## src/rtl/bitcount_pkg.sv

```systemverilog
package bitcount_pkg;

  // Controller state encoding; the per-bit next-state multiplexers rely on it.
  typedef enum logic [1:0] {
    PH_IDLE = 2'b00,
    PH_INC  = 2'b01,
    PH_SHF  = 2'b10,
    PH_TST  = 2'b11
  } phase_e;

  localparam int unsigned NUM_PHASES = 4;
  localparam int unsigned PH_BITS    = 2;

endpackage

```

## src/rtl/bitcount_rst_sync.sv

```systemverilog
module bitcount_rst_sync #(
  parameter int unsigned STAGES = 2
) (
  input  logic clk,
  input  logic rst_n,
  output logic rst_sync_n
);

  logic [STAGES-1:0] sync_q;

  always_ff @(posedge clk or negedge rst_n) begin
    if (!rst_n) sync_q <= '0;
    else        sync_q <= {sync_q[STAGES-2:0], 1'b1};
  end

  assign rst_sync_n = sync_q[STAGES-1];

endmodule

```

## src/rtl/bitcount_nsel.sv

```systemverilog
// Next-state logic: one 4:1 multiplexer per state bit, selected by the present state.
module bitcount_nsel
  import bitcount_pkg::*;
(
  input  phase_e             cur,
  input  logic               start,
  input  logic               zero,
  input  logic               e_bit,
  output logic [PH_BITS-1:0] nxt
);

  // mux_in[bit][sel]: data input 'sel' of the multiplexer for state bit 'bit'
  logic [NUM_PHASES-1:0] mux_in [PH_BITS];

  always_comb begin
    // bit 0 (low state bit)
    mux_in[0][PH_IDLE] = start;
    mux_in[0][PH_INC]  = 1'b0;
    mux_in[0][PH_SHF]  = 1'b1;
    mux_in[0][PH_TST]  = e_bit;
    // bit 1 (high state bit)
    mux_in[1][PH_IDLE] = 1'b0;
    mux_in[1][PH_INC]  = ~zero;
    mux_in[1][PH_SHF]  = 1'b1;
    mux_in[1][PH_TST]  = ~e_bit;
  end

  for (genvar b = 0; b < PH_BITS; b++) begin : g_mux
    assign nxt[b] = mux_in[b][cur];
  end

endmodule

```

## src/rtl/bitcount_ctrl.sv

```systemverilog
module bitcount_ctrl
  import bitcount_pkg::*;
(
  input  logic                  clk,
  input  logic                  rst_n,
  input  logic                  start,
  input  logic                  zero,
  input  logic                  e_bit,
  output logic [NUM_PHASES-1:0] phase_t,
  output phase_e                state,
  output logic                  done
);

  phase_e             state_q;
  logic [PH_BITS-1:0] nxt;
  logic               done_d, done_q;

  bitcount_nsel u_nsel (
    .cur   (state_q),
    .start (start),
    .zero  (zero),
    .e_bit (e_bit),
    .nxt   (nxt)
  );

  // Decoder: state bits to phase lines T0..T3
  for (genvar p = 0; p < NUM_PHASES; p++) begin : g_dec
    assign phase_t[p] = (state_q == phase_e'(p));
  end

  always_comb begin
    done_d = done_q;
    if (phase_t[PH_IDLE] && start)    done_d = 1'b0;
    else if (phase_t[PH_INC] && zero) done_d = 1'b1;
  end

  always_ff @(posedge clk or negedge rst_n) begin
    if (!rst_n) begin
      state_q <= PH_IDLE;
      done_q  <= 1'b0;
    end else begin
      state_q <= phase_e'(nxt);
      done_q  <= done_d;
    end
  end

  assign state = state_q;
  assign done  = done_q;

  a_r11_one_phase: assert property (@(posedge clk) disable iff (!rst_n)
    $countones(phase_t) == 1);
  a_r2_start_to_inc: assert property (@(posedge clk) disable iff (!rst_n)
    (phase_t[PH_IDLE] && start) |=> (state_q == PH_INC));
  a_r3_idle_hold: assert property (@(posedge clk) disable iff (!rst_n)
    (phase_t[PH_IDLE] && !start) |=> (state_q == PH_IDLE) && $stable(done_q));
  a_r4_inc_exit: assert property (@(posedge clk) disable iff (!rst_n)
    (phase_t[PH_INC] && zero) |=> (state_q == PH_IDLE));
  a_r4_inc_cont: assert property (@(posedge clk) disable iff (!rst_n)
    (phase_t[PH_INC] && !zero) |=> (state_q == PH_SHF));
  a_r5_shf_to_tst: assert property (@(posedge clk) disable iff (!rst_n)
    phase_t[PH_SHF] |=> (state_q == PH_TST));
  a_r6_tst_one: assert property (@(posedge clk) disable iff (!rst_n)
    (phase_t[PH_TST] && e_bit) |=> (state_q == PH_INC));
  a_r6_tst_zero: assert property (@(posedge clk) disable iff (!rst_n)
    (phase_t[PH_TST] && !e_bit) |=> (state_q == PH_SHF));
  a_r9_done_origin: assert property (@(posedge clk) disable iff (!rst_n)
    $rose(done_q) |-> ($past(state_q) == PH_INC) && (state_q == PH_IDLE));

endmodule

```

## src/rtl/bitcount_dpath.sv

```systemverilog
module bitcount_dpath #(
  parameter int unsigned W  = 8,
  parameter int unsigned CW = $clog2(W + 1)
) (
  input  logic          clk,
  input  logic          rst_n,
  input  logic          load_en,
  input  logic          inc_en,
  input  logic          shf_en,
  input  logic [W-1:0]  din,
  output logic          zero,
  output logic          e_bit,
  output logic [CW-1:0] count
);

  logic [W-1:0]  r1_d, r1_q;
  logic          e_d, e_q;
  logic [CW-1:0] r2_d, r2_q;

  // Working register: parallel load or left shift
  always_comb begin
    r1_d = r1_q;
    if (load_en)     r1_d = din;
    else if (shf_en) r1_d = {r1_q[W-2:0], 1'b0};
  end

  // Flag flip-flop catches the bit leaving the MSB
  always_comb begin
    e_d = e_q;
    if (shf_en) e_d = r1_q[W-1];
  end

  // Result register: preset to all ones, then count up
  always_comb begin
    r2_d = r2_q;
    if (load_en)     r2_d = '1;
    else if (inc_en) r2_d = r2_q + 1'b1;
  end

  always_ff @(posedge clk or negedge rst_n) begin
    if (!rst_n) begin
      r1_q <= '0;
      e_q  <= 1'b0;
      r2_q <= '0;
    end else begin
      r1_q <= r1_d;
      e_q  <= e_d;
      r2_q <= r2_d;
    end
  end

  assign zero  = ~|r1_q;
  assign e_bit = e_q;
  assign count = r2_q;

  a_r2_load: assert property (@(posedge clk) disable iff (!rst_n)
    load_en |=> (r2_q == {CW{1'b1}}) && (r1_q == $past(din)));
  a_r5_shift: assert property (@(posedge clk) disable iff (!rst_n)
    (shf_en && !load_en) |=> (r1_q == {$past(r1_q[W-2:0]), 1'b0}) && (e_q == $past(r1_q[W-1])));
  a_r7_no_overflow: assert property (@(posedge clk) disable iff (!rst_n)
    inc_en |=> (r2_q <= CW'(W)));
  a_r4_no_shift_on_inc: assert property (@(posedge clk) disable iff (!rst_n)
    (inc_en && !shf_en && !load_en) |=> $stable(r1_q));

endmodule

```

## src/rtl/bitcount_serial.sv

```systemverilog
module bitcount_serial
  import bitcount_pkg::*;
#(
  parameter int unsigned W  = 8,
  localparam int unsigned CW = $clog2(W + 1)
) (
  input  logic          clk,
  input  logic          rst_n,
  input  logic          start,
  input  logic [W-1:0]  din,
  output logic [CW-1:0] count,
  output logic          busy,
  output logic          done
);

  logic                  rst_sync_n;
  logic                  zero, e_bit;
  logic [NUM_PHASES-1:0] phase_t;
  phase_e                state;

  bitcount_rst_sync #(.STAGES(2)) u_rst (
    .clk        (clk),
    .rst_n      (rst_n),
    .rst_sync_n (rst_sync_n)
  );

  bitcount_ctrl u_ctrl (
    .clk     (clk),
    .rst_n   (rst_sync_n),
    .start   (start),
    .zero    (zero),
    .e_bit   (e_bit),
    .phase_t (phase_t),
    .state   (state),
    .done    (done)
  );

  bitcount_dpath #(.W(W), .CW(CW)) u_dpath (
    .clk     (clk),
    .rst_n   (rst_sync_n),
    .load_en (phase_t[PH_IDLE] & start),
    .inc_en  (phase_t[PH_INC]),
    .shf_en  (phase_t[PH_SHF]),
    .din     (din),
    .zero    (zero),
    .e_bit   (e_bit),
    .count   (count)
  );

  assign busy = (state != PH_IDLE);

  a_r10_busy_start: assert property (@(posedge clk) disable iff (!rst_sync_n)
    (busy && start && state != PH_INC) |=> busy);
  a_r9_hold: assert property (@(posedge clk) disable iff (!rst_sync_n)
    (done && !start) |=> done && $stable(count));

endmodule

```

## config.mk

```make
export PLATFORM = sky130hd
export DESIGN_NAME = bitcount_serial
export DESIGN_NICKNAME = d
export VERILOG_FILES = /design/src/rtl/bitcount_pkg.sv /design/src/rtl/bitcount_rst_sync.sv /design/src/rtl/bitcount_nsel.sv /design/src/rtl/bitcount_ctrl.sv /design/src/rtl/bitcount_dpath.sv /design/src/rtl/bitcount_serial.sv
export SDC_FILE = /design/constraint.sdc
export NUM_CORES = 1
export LEC_CHECK = 0
export CAP_MARGIN = 15
export CORE_UTILIZATION = 49
export CTS_CLUSTER_DIAMETER = 200
export DETAILED_ROUTE_END_ITERATION = 10
export PLACE_DENSITY = 0.82
export RECOVER_POWER = 25
export SYNTH_ARGS = -nofsm -noshare
export SYNTH_HDL_FRONTEND = slang
export SYNTH_SLANG_ARGS = --single-unit
```

## constraint.sdc

```tcl
create_clock -name clk -period 1.5 [get_ports clk]
set_clock_uncertainty 0.1 [all_clocks]
set_input_delay 0.3 -clock clk [delete_from_list [all_inputs] [get_ports clk]]
set_output_delay 0.3 -clock clk [all_outputs]
set_load 0.1 [all_outputs]
```

==> summary by stage <==
Power and ir drop
The internal power of the cells is between 1.5 and 2 mW. Power spread over the standard cell area amounts to 2590 nW/µm². Sequential cells burn 29.5% of the power. The cell leakage power is 0.521 nW. Of the total power, combinational logic draws between 60% and 70%. For this design the total switching power over the nets is around 1.4 mW. The fraction of power spent switching nets is between 40% and 50%. Of the total power, the clock network draws between 10% and 20%.

The largest vdd supply drop is 1.83 mV.

Finish
The antenna diode count is 0. The library cell used most frequently in the layout, excluding fill and tap cells, is sky130_fd_sc_hd__dfrtp_1. Of the cells placed in the final design, the portion with a size suffix greater than 1 is between 20 and 30%. The post-layout instance count excluding filler cells is around 120. In the final design database the tool counted around 120 nets.

The relative area change from synthesis to final layout is 35.1%. With fillers left out, the area of the finished cells amounts to ~1200 µm². The library cells used most frequently in the layout, excluding fill and tap cells, are sky130_fd_sc_hd__dfrtp_1, sky130_fd_sc_hd__nand2_1, sky130_fd_sc_hd__o21ai_1.

Clock tree
For this design, the CTS-stage hold fixing added 0 buffers. The largest buffer count on any clock path is 2. CTS built an H-tree with a depth of 1. The clock slew at the register clock pins of the worst setup and hold paths is approximately 110 ps. The clock latency of the later-clocked register in the worst-skew pair is approximately 310 ps. CTS placed an instance of sky130_fd_sc_hd__clkbuf_4 at the clock tree root.

The CTS tree is yes. The CTS sink count is 18. The number of CTS-inserted buffers is 3.

Critical path
The path type of the worst setup path is register to output pin. In this run the worst path has a maximum fanout of 2. The required time at the worst-slack endpoint is roughly 1100 ps. For the worst setup path, the data arrival time is between 1000 and 1500 ps. STA classifies the critical path endpoint as an output pin.

The worst setup path is launched from a register.

Drt
Using the TritonRoute via totals, the vias-per-cell ratio works out to slightly below 6. The detailed router finished its first iteration with 11 violations. After detailed routing, the average wire length per cell comes to ~16 µm. In the routed design, unresolved DRC markers number 0. The detailed-router iteration count before antenna repair is 6. The count of nets left with antenna violations once routing finished came out at 0. The number of vias after detailed routing is between 600 and 700.

The total wirelength of the detailed-routed design is ~1.9 mm.

Outcome
The run finished, with violations left. The checks that failed: setup timing.

Yosys
Sequential elements use a little over half of the synthesized area. After synthesis, the share of flip-flops with an asynchronous set or reset is 100%. The number of library cell types mapped by synthesis is 30. Counting every net in the synthesized netlist gives 93. Dividing the synthesized area by the synthesized cell count gives 10.7 µm². The synthesized area is between 800 and 900 µm².

Synthesis produced a netlist whose cell count is between 80 and 90. The number of warnings reported in the yosys synthesis log is 0. Synthesis inferred 18 register bits. The number of synthesized flops with an enable pin is 0.

In the synthesized netlist the dominant register cell turns out to be sky130_fd_sc_hd__dfrtp_1.

Floorplanning
The number of primary I/O pins is 17. The die is ~44 µm tall. The area of the core is ~1600 µm². Measured along the x axis, the die boundary spans 44.0 µm. The initial core utilization is 54.8%. The floorplan die area is a little under 2000 µm². The floorplan has 14 rows.

Timing
The tightest hold path in the finished design has a slack of ~36 ps. The highest clock rate is between 600 and 700 MHz. The final max-slew violation count is 0. Setup violations remaining at the end of the flow were counted as 1. Of the available clock period, the critical path in the final layout requires 102%. The accumulated negative setup slack is -23.2 ps. The final period demand of the worst path is approximately 1500 ps. Setup repair after global routing could not meet its margin everywhere. The hold violation total from the final report is 0.

The worst setup margin is -23.2 ps.

Placed design
Detailed placement finished with a half-perimeter wire length of roughly 1.3 mm. Once placement finished, the instance area stood at about 1100 µm². After detailed placement, the design holds a cell count of about 110.

The weighted congestion at the end of routability-driven global placement is 0.793. In this run the tool buffered the top-level ports with 16 buffer cells.

Global route
The aggregate global-route resource usage is a little under a quarter. The overall overflow remaining after global route is 0. The largest net degree at the start of global routing is 19.

The number of global-route vias before repair is 661. The first-pass GRT wire length is approximately 3.1 mm. The number of antenna violations at the first check in global routing is 0.

Min path
The worst min-delay path class is register to async pin.

Flow run
Max-cap violations in this run came to 0.
-- metrics by stage --
| stage | util [%] | total power [mW] | worst slack [ps] |
|---|---|---|---|
| floorplan | - | 2.09 | -58.2 |
| global placement | 70.6 | 2.62 | -73.3 |
| detailed placement | 70.6 | 2.66 | -100 |
| CTS | 74.0 | 3.02 | -22.6 |
| global route | 74.0 | 3.16 | -43.4 |
| finish | 74.0 | 3.03 | -23.2 |
-- per-layer routing --
metal | routed length (µm) | vias up | GRT usage, % | share of wire (%)
met3 | 61 | 3 | 2.50 | 3.3
li1 | - | 329 | - | -
met1 | 850 | 347 | 29.7 | 46
met4 | 28 | 0 | 9.70 | 1.5
met5 | 0 | - | 0 | 0
met2 | 922 | 15 | 37.6 | 49
-- critical path, cell delays in order (launching register included) --
cell,delay [ps]
sky130_fd_sc_hd__dfrtp_1,390
sky130_fd_sc_hd__or2_4,260
sky130_fd_sc_hd__buf_12,160
-- registers in the layout, indices dropped and copies added, names as in the netlist --
register	count
u_dpath.count	4
u_rst.sync_q	2
u_ctrl.state	2
u_dpath.r1_q	8
u_dpath.e_bit	1
u_ctrl.done	1
-- cell type report --
cell class	instances	area, µm²
clock buffer	4	36.3
timing repair buffer	23	285
fill	111	410
multi-input combinational	57	365
inverter	1	3.75
tap	16	20.0
sequential	18	455
-- synth_stat cells, types with 2 or more instances --
| cell | instances | area, µm² |
|---|---|---|
| sky130_fd_sc_hd__nand2b_1 | 3 | 18.8 |
| sky130_fd_sc_hd__and3b_1 | 3 | 26.3 |
| sky130_fd_sc_hd__nand2_1 | 13 | 48.8 |
| sky130_fd_sc_hd__nor4_1 | 2 | 12.5 |
| sky130_fd_sc_hd__dfrtp_1 | 18 | 450 |
| sky130_fd_sc_hd__a21oi_1 | 4 | 20.0 |
| sky130_fd_sc_hd__o21ai_1 | 10 | 50.1 |
| sky130_fd_sc_hd__a22oi_1 | 4 | 30.0 |
| sky130_fd_sc_hd__buf_6 | 3 | 33.8 |
-- path summary, 6_finish.rpt --
check                                 from          endpoint  slack, ps  depth (start not counted)
max                        u_ctrl.state[0]              busy        -20                          2
min                        u_rst.sync_q[1]   u_dpath.r1_q[3]         40                          0
min in group clk           u_rst.sync_q[0]   u_rst.sync_q[1]        270                          0
max in group asynchronous  u_rst.sync_q[1]     u_dpath.e_bit        820                          1
max reg2reg                u_ctrl.state[0]  u_dpath.count[0]         90                          4
min reg2reg                u_rst.sync_q[1]   u_dpath.r1_q[3]         40                          0
-- power by group through the flow --
stage                     sequential, mW  clock, mW  combinational, mW
final                              0.892      0.315               1.82
after global routing               0.915      0.321               1.92
after CTS                          0.892      0.312               1.82
after detailed placement           0.911          0               1.75
after global placement             0.898          0               1.72
after floorplan                     1.29          0              0.799
-- cell families (layout without fill, tap and decap cells) --
logic type,count (synthesis),in the layout,share of synthesized area [%]
other cells,1,1,0.434
mux,2,2,2.61
fa+ha+maj,1,1,1.45
compound gates,26,26,20.9
buf+inv,6,28,5.80
flops,18,18,52.2
simple gates,27,27,16.7
-- timing repair --
| action | CTS | global route |
|---|---|---|
| endpoints found under the setup margin | 1 | 1 |
| resized for setup | 1 | 0 |
| pin swaps | 0 | 0 |
| setup buffers | 2 | 0 |
Power figures use the tool's default switching activity.
